--- src/rtl/crc16_pkg.sv ---
package crc16_pkg;
  localparam int unsigned CRC_W = 16;
  // x^16 + x^15 + x^2 + 1, the x^16 term implied by the shift out of the MSB
  localparam logic [CRC_W-1:0] CRC_POLY    = 16'h8005;
  localparam logic [CRC_W-1:0] CRC_PRESET  = 16'hFFFF;
  localparam logic [CRC_W-1:0] CRC_RESIDUE = 16'h0000;
endpackage

--- src/rtl/crc16_step.sv ---
// One Galois LFSR step: combinational next value for an accepted bit.
module crc16_step #(
  parameter int unsigned             W    = crc16_pkg::CRC_W,
  parameter logic [W-1:0]            POLY = crc16_pkg::CRC_POLY
) (
  input  logic [W-1:0] cur,
  input  logic         din,
  output logic [W-1:0] nxt
);
  logic fb;
  assign fb = cur[W-1] ^ din;

  assign nxt[0] = POLY[0] ? fb : 1'b0;

  genvar gi;
  generate
    for (gi = 1; gi < W; gi++) begin : g_tap
      if (POLY[gi]) begin : g_xor
        assign nxt[gi] = cur[gi-1] ^ fb;
      end else begin : g_pass
        assign nxt[gi] = cur[gi-1];
      end
    end
  endgenerate
endmodule

--- src/rtl/crc16_state.sv ---
// Remainder register with preset priority and hold.
module crc16_state #(
  parameter int unsigned  W      = crc16_pkg::CRC_W,
  parameter logic [W-1:0] POLY   = crc16_pkg::CRC_POLY,
  parameter logic [W-1:0] PRESET = crc16_pkg::CRC_PRESET
) (
  input  logic         clk,
  input  logic         rst,
  input  logic         start,
  input  logic         valid,
  input  logic         din,
  output logic [W-1:0] state_q,
  output logic [W-1:0] state_d
);
  logic [W-1:0] shifted;

  crc16_step #(.W(W), .POLY(POLY)) step_i (
    .cur (state_q),
    .din (din),
    .nxt (shifted)
  );

  always_comb begin
    if (start)      state_d = PRESET;
    else if (valid) state_d = shifted;
    else            state_d = state_q;
  end

  always_ff @(posedge clk) begin
    if (rst) state_q <= PRESET;
    else     state_q <= state_d;
  end

  assert_preset_priority_R2: assert property (@(posedge clk) disable iff (rst)
    start |=> (state_q == PRESET));

  assert_hold_idle_R3: assert property (@(posedge clk) disable iff (rst)
    (!start && !valid) |=> $stable(state_q));

  assert_feedback_lsb_R4: assert property (@(posedge clk) disable iff (rst)
    (!start && valid) |=> (state_q[0] == ($past(state_q[W-1]) ^ $past(din))));

  assert_shift_msb_R4: assert property (@(posedge clk) disable iff (rst)
    (!start && valid) |=> (state_q[W-1] == ($past(state_q[W-2]) ^ $past(state_q[W-1]) ^ $past(din))));
endmodule

--- src/rtl/crc16_match.sv ---
// Registered residue compare, computed from the next state so it lines up with the register.
module crc16_match #(
  parameter int unsigned  W       = crc16_pkg::CRC_W,
  parameter logic [W-1:0] PRESET  = crc16_pkg::CRC_PRESET,
  parameter logic [W-1:0] RESIDUE = crc16_pkg::CRC_RESIDUE
) (
  input  logic         clk,
  input  logic         rst,
  input  logic [W-1:0] next_val,
  input  logic [W-1:0] cur_val,
  output logic         hit_q
);
  localparam logic RESET_HIT = (PRESET == RESIDUE);

  always_ff @(posedge clk) begin
    if (rst) hit_q <= RESET_HIT;
    else     hit_q <= (next_val == RESIDUE);
  end

  assert_match_tracks_R6: assert property (@(posedge clk) disable iff (rst)
    hit_q == (cur_val == RESIDUE));
endmodule

--- src/rtl/crc16_serial.sv ---
module crc16_serial #(
  parameter int unsigned                       W       = crc16_pkg::CRC_W,
  parameter logic [W-1:0]                      POLY    = crc16_pkg::CRC_POLY,
  parameter logic [W-1:0]                      PRESET  = crc16_pkg::CRC_PRESET,
  parameter logic [W-1:0]                      RESIDUE = crc16_pkg::CRC_RESIDUE
) (
  input  logic         clk,
  input  logic         rst,
  input  logic         start,
  input  logic         bit_valid,
  input  logic         bit_in,
  output logic [W-1:0] crc,
  output logic         match
);
  logic [W-1:0] st_q;
  logic [W-1:0] st_d;

  crc16_state #(.W(W), .POLY(POLY), .PRESET(PRESET)) state_i (
    .clk     (clk),
    .rst     (rst),
    .start   (start),
    .valid   (bit_valid),
    .din     (bit_in),
    .state_q (st_q),
    .state_d (st_d)
  );

  crc16_match #(.W(W), .PRESET(PRESET), .RESIDUE(RESIDUE)) match_i (
    .clk      (clk),
    .rst      (rst),
    .next_val (st_d),
    .cur_val  (st_q),
    .hit_q    (match)
  );

  assign crc = st_q;

  assert_reset_value_R1: assert property (@(posedge clk)
    rst |=> (crc == PRESET));
endmodule

--- config.mk ---
export PLATFORM = sky130hd
export DESIGN_NAME = crc16_serial
export DESIGN_NICKNAME = d
export VERILOG_FILES = /design/src/rtl/crc16_pkg.sv /design/src/rtl/crc16_step.sv /design/src/rtl/crc16_state.sv /design/src/rtl/crc16_match.sv /design/src/rtl/crc16_serial.sv
export SDC_FILE = /design/constraint.sdc
export NUM_CORES = 1
export LEC_CHECK = 0
export BUFFER_PORTS_ARGS = -buffer_cell sky130_fd_sc_hd__buf_2
export CAP_MARGIN = 20
export CORE_MARGIN = 4
export CORE_UTILIZATION = 48
export DETAILED_ROUTE_END_ITERATION = 8
export PLACE_DENSITY = 0.75
export SETUP_SLACK_MARGIN = 0.5
export SLEW_MARGIN = 10
export SYNTH_ARGS = -nofsm -noshare
export SYNTH_HDL_FRONTEND = slang
export SYNTH_SLANG_ARGS = --single-unit
--- constraint.sdc ---
create_clock -name clk -period 1.4 [get_ports clk]
set_input_delay 0.07 -clock clk [delete_from_list [all_inputs] [get_ports clk]]
set_output_delay 0.07 -clock clk [all_outputs]
set_load 0.01 [all_outputs]
==> flow_summary.toml, run 1 <==
[status]
status = "complete, no violations"

[worst_hold_path]
min-delay-path-class = "primary input to flop"

[global_route]
largest_net_degree_at_the_start_of_global_routing = 15
grt_antenna_before_repair = 0
grt_most_used_layer = "met2"
grt_util_met3_pct = 4.60
grt.overflow.total = 0
grt_util_met1_pct = 22.6
total_routing_usage_reported_by_global_routing_pct = 18.2
grt_pass1_vias = 606
first_pass_grt_wire_length_mm = 2.77
gr-usage-met2_pct = 29.0

[route]
detail_route.iter0.violations = 3
finalWirelength_mm = 1.73
antenna_violating_nets_post_route = 0
num_vias = 656
detail_route.first_pass.iterations = 4
route.detailed.drc = 0
avgViaCountPerCell = 5.56
routedWlPerCell_um = 14.7

[clock_network]
cts.sink_count = 17
cts_made_buffers = 3
clkSlewWorstSetupHoldPaths_ps = 100
ctsLongestPathBuffers = 2
worst_skew_pair.late_latency_ps = 290
cts-htree-levels = 1
tritoncts = "built"
ctsRootBufferMaster = "sky130_fd_sc_hd__clkbuf_4"

[synthesis]
syn-cell-area_um2 = 722
synth_cell_type_count = 21
synth_cells = 76
syn-mean-instance-area_um2 = 9.50
async_flop_share_pct = 0
postSynthRegisterBits = 17
synth-edff-count = 0
dominantRegCellSynth = "sky130_fd_sc_hd__dfxtp_1"
syn_nets = 81
synthesis.yosys.warnings = 0
synth_seq_area_share_pct = 47.1

[final_layout]
layout.cells.non_filler = 118
mostFrequentLayoutCells = "sky130_fd_sc_hd__nand2_1 (15), sky130_fd_sc_hd__buf_2 (14), sky130_fd_sc_hd__mux2i_1 (13)"
finalNetCount = 109
ratio_of_cells_with_drive_above_1_in_the_final_layout_pct = 52.4
most_frequent_standard_cell_in_the_layout_excluding_fill_and_tap_cells = "sky130_fd_sc_hd__nand2_1"
final_cell_area_um2 = 1050
synthToLayoutAreaGrowth_pct = 44.9
final_core_util_pct = 76.6
antenna-diode-count = 0

[sta]
rsz0062_at_grt = "true"
final_period_minus_worst_setup_slack_ps = 1210
relSlewSlack_pct = 80.1
report.final.setup_viol = 0
finalMaxSlewViolations = 0
finalWorstSetupSlack_ps = 186
timing_hold_violations_final = 0
final_min_period_over_clock_period_pct = 86.7
fin_hold_ws_ps = 43.0
setup_total_negative_slack_ps = 0
worstMarginPinSlew_ps = 299
fmax_mhz = 824
clock-skew-final_ps = 12.9

[place]
place_ws_ps = 205
placed_area_um2 = 860
place.detailed.hpwl_mm = 1.14
placement.io_buffers = 21
dpl.cell_count = 111
routabilityCongestion = 0.775

[pwr]
power_density_nw_per_um2 = 778
p_total_mw = 0.814
p_int_mw = 0.623
ir_drop_v = 0.000692
switching_fraction_pct = 23.5
power.net_switching_mw = 0.191
power.share.clock_pct = 31.2
seq_power_share_pct = 58.7
p_leak_nw = 0.419
combinationalPowerShare_pct = 10.1

[worst_setup_path]
critPathKind = "flop to flop"
crit_path_start_kind = "flop"
timing.critical_path.to_type = "flop"
timing.critical_path.cells = "xnor2_4, xnor2_1, a211oi_2, and3_1"
largest_fanout_of_any_net_on_the_critical_path = 7
arrival_ps = 1440
crit_slowest_cell = "sky130_fd_sc_hd__dfxtp_4"
worst_ep_required_time_ps = 1630
max_stage_delay_on_crit_path_ps = 400

[die]
ios = 22
fp.dieArea_um2 = 2190
starting_density_pct = 52.8
fp.dieH_um = 46.8
die-width_um = 46.8
floorplan.core_area_um2 = 1370
floorplan.rows = 13

[flow_run]
cap_violations = 0
kinds of logic (layout without fill, tap and decap cells):
| group | after synthesis | in the layout | share of synthesized area (%) |
|---|---|---|---|
| AOI/OAI and AO/OA | 6 | 6 | 5.55 |
| xor gates and xnor gates | 3 | 3 | 3.64 |
| buffers and inverters | 4 | 31 | 3.29 |
| DFF | 17 | 17 | 47.1 |
| muxes | 13 | 13 | 18.0 |
| and+or+nand+nor | 33 | 33 | 22.4 |
critical path: cells and delay by family (launching register included):
kind	cells	cell delay (ps)
DFF	1	400
xor gates and xnor gates	2	290
AOI/OAI and AO/OA	1	280
and+or+nand+nor	1	190
repair_timing:
item / 4_1_cts / 5_1_grt
resized for setup: 10 / 28
pin swaps: 3 / 4
hold endpoints to repair: 1 / 0
cloned: 0 / 0
setup endpoints to repair: 8 / 19
buffers inserted: 2 / 0
hold buffers: 1 / 0
per-layer routing:
layer,vias up,routed length [um]
met3,4,99
li1,321,-
met1,311,709
met4,0,27
met5,-,0
met2,20,897
power groups by stage:
| stage | registers [mW] | logic, mW | clock network (mW) |
|---|---|---|---|
| after floorplan | 0.504 | 0.0488 | 0 |
| final | 0.478 | 0.0824 | 0.254 |
| after global placement | 0.502 | 0.0678 | 0 |
| after detailed placement | 0.503 | 0.0686 | 0 |
| after CTS | 0.488 | 0.0748 | 0.255 |
| after global routing | 0.479 | 0.0885 | 0.287 |
worst paths after layout:
| path | from | endpoint | slack, ps | cells after the start |
|---|---|---|---|---|
| setup reg to reg | state_i.state_q[15]$_SDFF_PP1_ | match_i.hit_q$_SDFF_PP0_ | 190 | 4 |
| hold reg to reg | state_i.state_q[4]$_SDFF_PP1_ | state_i.state_q[5]$_SDFF_PP1_ | 490 | 2 |
| hold / removal | rst | state_i.state_q[8]$_SDFF_PP1_ | 40 | 3 |
| setup / recovery | state_i.state_q[15]$_SDFF_PP1_ | match_i.hit_q$_SDFF_PP0_ | 190 | 4 |
synthesized netlist by cell type (2+ instances only):
library cell / count / area share, %
sky130_fd_sc_hd__dfxtp_1: 17 / 47
sky130_fd_sc_hd__nand2_1: 15 / 7.8
sky130_fd_sc_hd__mux2i_1: 13 / 18
sky130_fd_sc_hd__nor2_1: 4 / 2.1
sky130_fd_sc_hd__nor3_1: 4 / 2.8
sky130_fd_sc_hd__nor4_1: 3 / 2.6
sky130_fd_sc_hd__a21oi_1: 2 / 1.4
sky130_fd_sc_hd__and3_1: 2 / 1.7
sky130_fd_sc_hd__buf_4: 2 / 2.1
sky130_fd_sc_hd__o21ai_0: 2 / 1.4
sky130_fd_sc_hd__xnor2_1: 2 / 2.4
flip-flops by register name (all words and copies together), names as in the netlist:
signal and cells:
state_i.state_q 16, match_i.hit_q 1
layout make-up:
type	count	area, um^2
multi-input combinational	55	422
tap	15	18.8
sequential	17	383
timing repair buffer	27	196
fill	104	320
clock buffer	4	26.3
Note: power is estimated with default switching activity, not from simulation.
==> run 2: changes to the inputs <==
--- a/config.mk
+++ b/config.mk
@@ -10,6 +10,7 @@
 export CORE_MARGIN = 4
 export CORE_UTILIZATION = 48
 export DETAILED_ROUTE_END_ITERATION = 8
+export HOLD_SLACK_MARGIN = 0.1
 export PLACE_DENSITY = 0.75
 export SETUP_SLACK_MARGIN = 0.5
 export SLEW_MARGIN = 10
==> flow_summary.toml, run 2 (synthesis gave the netlist of run 1 again) <==
[pwr]
switching_fraction_pct = 23.0
p_leak_nw = 0.417
power_density_nw_per_um2 = 781
ir_drop_v = 0.000672
combinationalPowerShare_pct = 10.4
seq_power_share_pct = 59.1
power.net_switching_mw = 0.187
p_int_mw = 0.625
power.share.clock_pct = 30.5

[final_layout]
mostFrequentLayoutCells = "sky130_fd_sc_hd__buf_2 (15), sky130_fd_sc_hd__nand2_1 (14), sky130_fd_sc_hd__mux2i_1 (13)"
ratio_of_cells_with_drive_above_1_in_the_final_layout_pct = 55.3
most_frequent_standard_cell_in_the_layout_excluding_fill_and_tap_cells = "sky130_fd_sc_hd__buf_2"
synthToLayoutAreaGrowth_pct = 44.0
finalNetCount = 109
final_core_util_pct = 76.1
regMostFlops = "state_i.state_q"
antenna-diode-count = 0
number_of_flip_flops_in_the_largest_register = 16
top_regs = "state_i.state_q x16, match_i.hit_q x1"
layout.cells.non_filler = 118
layout.filler_cells = 103

[global_route]
grt_pass1_vias = 605
grt_antenna_before_repair = 0
grt.overflow.total = 0
largest_net_degree_at_the_start_of_global_routing = 15
total_routing_usage_reported_by_global_routing_pct = 18.2
first_pass_grt_wire_length_mm = 2.77

[die]
floorplan.core_area_um2 = 1370
starting_density_pct = 52.8
die-width_um = 46.8
fp.dieArea_um2 = 2190
fp.dieH_um = 46.8
floorplan.rows = 13
ios = 22

[status]
status = "complete, no violations"

[clock_network]
worst_skew_pair.late_latency_ps = 280
tritoncts = "built"
cts_made_buffers = 3
count_of_hold_fix_buffers_inserted_at_cts = 1
clkSlewWorstSetupHoldPaths_ps = 90
cts-htree-levels = 1
cts.sink_count = 17
ctsRootBufferMaster = "sky130_fd_sc_hd__clkbuf_4"
ctsLongestPathBuffers = 2

[worst_hold_path]
holdCritStartpoint = "rst"
min-delay-path-class = "primary input to flop"

[sta]
setup_total_negative_slack_ps = 0
finalMaxSlewViolations = 0
timing_hold_violations_final = 0
clock-skew-final_ps = 6.69
fmax_mhz = 827
fin_hold_ws_ps = 13.8
rsz0062_at_grt = "true"
final_min_period_over_clock_period_pct = 86.4
finalWorstSetupSlack_ps = 191
worstMarginPinSlew_ps = 295
final_period_minus_worst_setup_slack_ps = 1210
relSlewSlack_pct = 80.3
report.final.setup_viol = 0

[place]
placement.io_buffers = 21
place.detailed.hpwl_mm = 1.14
routabilityCongestion = 0.775
place_ws_ps = 205
dpl.cell_count = 111

[route]
num_vias = 654
antenna_violating_nets_post_route = 0
finalWirelength_mm = 1.72
detail_route.iter0.violations = 8
routedWlPerCell_um = 14.6
detail_route.first_pass.iterations = 4
avgViaCountPerCell = 5.54
route.detailed.drc = 0

[worst_setup_path]
worst_ep_required_time_ps = 1630
arrival_ps = 1440
critical_path.startpoint = "state_i.state_q[15]$_SDFF_PP1_"
crit_path_start_kind = "flop"
timing.critical_path.to_type = "flop"
critPathKind = "flop to flop"
worst-r2r-setup-slack_ps = 190
timing.critical_path.to = "match_i.hit_q$_SDFF_PP0_"
r2r_end = "match_i.hit_q$_SDFF_PP0_"
largest_fanout_of_any_net_on_the_critical_path = 7
timing.reg2reg.worst_path_depth = 4
r2r_start = "state_i.state_q[15]$_SDFF_PP1_"

[flow_run]
cap_violations = 0
-- run 2: cell count changes in the layout (fill, tap and decap cells not counted), sizes merged --
| cell | before | now |
|---|---|---|
| buf | 26 | 27 |
| dlygate4sd3 | 1 | 0 |
-- run 2: cell type report --
type                       instances  area (um^2)  share of cell area [%]
tap                               15         18.8                    1.81
clock buffer                       4         26.3                    2.53
timing repair buffer              27          188                    18.1
sequential                        17          380                    36.6
multi-input combinational         55          427                    41.0
-- run 2: per-layer routing --
layer,vias to the layer above,wire length (um),track usage (%)
li1,317,-,-
met1,306,695,22.6
met2,25,863,29.0
met3,6,123,4.60
met4,0,37,9.39
met5,-,0,0
-- run 2: how the worst min path moves through the flow --
stage / to / slack, ps / cells past startpoint
5_1_grt: state_i.state_q[2]$_SDFF_PP1_ / 20 / 2
3_3_place_gp: state_i.state_q[2]$_SDFF_PP1_ / 280 / 2
6_report: state_i.state_q[2]$_SDFF_PP1_ / 10 / 2
3_5_place_dp: state_i.state_q[2]$_SDFF_PP1_ / 290 / 2
2_1_floorplan: state_i.state_q[2]$_SDFF_PP1_ / 170 / 2
4_1_cts: state_i.state_q[2]$_SDFF_PP1_ / 40 / 3
-- run 2: critical path, cell delays in order, from the launching register on --
cell,delay [ps]
sky130_fd_sc_hd__dfxtp_4,390
sky130_fd_sc_hd__xnor2_4,140
sky130_fd_sc_hd__xnor2_1,150
sky130_fd_sc_hd__a211oi_2,270
sky130_fd_sc_hd__and3_1,190
-- run 2: through the flow --
step / power (mW) / area, um^2
after floorplan: 0.553 / 743
after global placement: 0.570 / 860
after detailed placement: 0.571 / 860
after CTS: 0.818 / 942
after global routing: 0.858 / 1040
final: 0.812 / 1040
-- run 2: power by group through the flow --
stage / sequential (mW) / clock, mW / combinational, mW
finish: 0.480 / 0.248 / 0.0841
CTS: 0.488 / 0.255 / 0.0748
floorplan: 0.504 / 0 / 0.0488
global route: 0.481 / 0.287 / 0.0902
global placement: 0.502 / 0 / 0.0678
detailed placement: 0.503 / 0 / 0.0686
-- run 2: what timing repair did --
item	CTS	global route
setup buffers	2	1
resized for setup	10	28
endpoints found under the hold margin	2	2
pin swaps	3	5
endpoints found under the setup margin	8	31
==> run 3: changes to the inputs <==
--- a/config.mk
+++ b/config.mk
@@ -7,11 +7,14 @@
 export LEC_CHECK = 0
 export BUFFER_PORTS_ARGS = -buffer_cell sky130_fd_sc_hd__buf_2
 export CAP_MARGIN = 20
+export CELL_PAD_IN_SITES_DETAIL_PLACEMENT = 2
+export CELL_PAD_IN_SITES_GLOBAL_PLACEMENT = 2
 export CORE_MARGIN = 4
-export CORE_UTILIZATION = 48
+export CORE_UTILIZATION = 28
+export CTS_CLUSTER_SIZE = 10
 export DETAILED_ROUTE_END_ITERATION = 8
 export HOLD_SLACK_MARGIN = 0.1
-export PLACE_DENSITY = 0.75
+export PLACE_DENSITY_LB_ADDON = 0.1
 export SETUP_SLACK_MARGIN = 0.5
 export SLEW_MARGIN = 10
 export SYNTH_ARGS = -nofsm -noshare
==> flow_summary.toml, run 3 (synthesis gave the netlist of run 1 again) <==
[final_layout]
final_core_util_pct = 43.9
ratio_of_cells_with_drive_above_1_in_the_final_layout_pct = 52.8
antenna-diode-count = 0
most_frequent_standard_cell_in_the_layout_excluding_fill_and_tap_cells = "sky130_fd_sc_hd__nand2_1"
top_regs = "state_i.state_q x16, match_i.hit_q x1"
mostFrequentLayoutCells = "sky130_fd_sc_hd__nand2_1 (15), sky130_fd_sc_hd__mux2i_1 (13), sky130_fd_sc_hd__buf_2 (13), sky130_fd_sc_hd__buf_6 (13), sky130_fd_sc_hd__dfxtp_2 (13)"
number_of_flip_flops_in_the_largest_register = 16
regMostFlops = "state_i.state_q"
synthToLayoutAreaGrowth_pct = 50.6
finalNetCount = 112

[worst_setup_path]
max_stage_delay_on_crit_path_ps = 600
worst_ep_required_time_ps = 1650
largest_fanout_of_any_net_on_the_critical_path = 3
critPathKind = "primary input to flop"
crit_path_start_kind = "primary input"
arrival_ps = 1450
crit_slowest_cell = "sky130_fd_sc_hd__dlygate4sd3_1"
timing.critical_path.to_type = "flop"
timing.critical_path.cells = "buf_2, dlygate4sd3_1, nor2_4, nand2_1, nor4_1, and3_1"

[place]
place.detailed.hpwl_mm = 1.47
placement.io_buffers = 21
routabilityCongestion = 0.698

[clock_network]
worst_skew_pair.late_latency_ps = 290
cts.sink_count = 17
cts_made_buffers = 3
cts-htree-levels = 1
tritoncts = "built"
clkSlewWorstSetupHoldPaths_ps = 100
ctsLongestPathBuffers = 2
ctsRootBufferMaster = "sky130_fd_sc_hd__clkbuf_4"

[global_route]
grt_antenna_before_repair = 0
first_pass_grt_wire_length_mm = 3.30
grt_pass1_vias = 665
largest_net_degree_at_the_start_of_global_routing = 17
grt.overflow.total = 0
total_routing_usage_reported_by_global_routing_pct = 12.7

[sta]
relSlewSlack_pct = 76.8
worstMarginPinSlew_ps = 349
clock-skew-final_ps = 7.98
report.final.setup_viol = 0
fmax_mhz = 832
final_min_period_over_clock_period_pct = 85.8
timing_hold_violations_final = 0
finalMaxSlewViolations = 0
rsz0062_at_grt = "true"
final_period_minus_worst_setup_slack_ps = 1200
fin_hold_ws_ps = 66.8
setup_total_negative_slack_ps = 0

[die]
starting_density_pct = 29.1
fp.dieH_um = 58.8
fp.dieArea_um2 = 3450
floorplan.core_area_um2 = 2480
die-width_um = 58.8
floorplan.rows = 18
ios = 22

[status]
status = "complete, no violations"

[route]
avgViaCountPerCell = 4.93
length_of_routed_met3_wiring_um = 107
antenna_violating_nets_post_route = 0
met2WireLength_mm = 1.06
detail_route.first_pass.iterations = 3
routedWlPerCell_um = 15.8
route.detailed.drc = 0
detail_route.wirelength.met1_um = 983
maxUsedRoutingLayer = "met3"
finalWirelength_mm = 2.15
num_vias = 671
detail_route.iter0.violations = 11

[flow_run]
cap_violations = 0

[worst_hold_path]
min-delay-path-class = "primary input to flop"

[pwr]
ir_drop_v = 0.000640
p_leak_nw = 0.428
power_density_nw_per_um2 = 783
-- run 3: changes by cell type in the layout (fill, tap and decap cells not counted), moves of 2 or more --
cell and delta:
sky130_fd_sc_hd__buf_6 +7, sky130_fd_sc_hd__buf_2 -2, sky130_fd_sc_hd__buf_4 -3, sky130_fd_sc_hd__dfxtp_4 -5
sky130_fd_sc_hd__dfxtp_2 +5
-- run 3: layout make-up --
| type | instances | area [um^2] |
|---|---|---|
| Fill cell | 283 | 1390 |
| Multi-Input combinational cell | 55 | 412 |
| Sequential cell | 17 | 368 |
| Timing Repair Buffer | 30 | 244 |
| Tap cell | 30 | 37.5 |
| Clock buffer | 4 | 26.3 |
-- run 3: timing repair --
| item | CTS | global route |
|---|---|---|
| endpoints found under the hold margin | 2 | 2 |
| buffers inserted | 2 | 2 |
| pin swaps | 5 | 4 |
| gates cloned | 0 | 1 |
| resized for setup | 19 | 17 |
| setup endpoints to repair | 16 | 32 |
| hold buffers | 1 | 1 |
-- run 3: metrics by stage --
| stage | power (mW) | std cells | setup slack [ps] | area (um^2) |
|---|---|---|---|---|
| 2_1_floorplan | 0.553 | 76 | 284 | 743 |
| 3_3_place_gp | 0.574 | 126 | 240 | 878 |
| 3_5_place_dp | 0.576 | 126 | 195 | 878 |
| 4_1_cts | 0.852 | 133 | 212 | 992 |
| 5_1_grt | 0.896 | 136 | 136 | 1090 |
| 6_report | 0.851 | 136 | 198 | 1090 |
-- run 3: critical path: cells and delay by family --
family,cells,cell delay [ps]
buf+inv,2,690
simple gates,4,690
-- run 3: worst paths after layout --
check / cells after the start / slack [ps] / startpoint / to
worst max-delay path: 6 / 200 / rst / match_i.hit_q$_SDFF_PP0_
worst min-delay path: 3 / 70 / start / state_i.state_q[2]$_SDFF_PP1_
worst max register to register: 4 / 210 / state_i.state_q[0]$_SDFF_PP1_ / match_i.hit_q$_SDFF_PP0_
worst min register to register: 2 / 500 / state_i.state_q[6]$_SDFF_PP1_ / state_i.state_q[7]$_SDFF_PP1_
-- run 3: metal layers --
metal,up-vias,GRT usage (%)
li1,322,-
met1,336,16.1
met2,13,21.0
met3,0,4.82
met4,0,1.94
met5,-,0
-- run 3: power breakdown --
| part | switching (mW) | total, mW | internal, mW |
|---|---|---|---|
| Clock | 0.155 | 0.266 | 0.111 |
| Sequential | 0.00620 | 0.489 | 0.483 |
| Combinational | 0.0497 | 0.0969 | 0.0472 |
| Total | 0.211 | 0.851 | 0.641 |
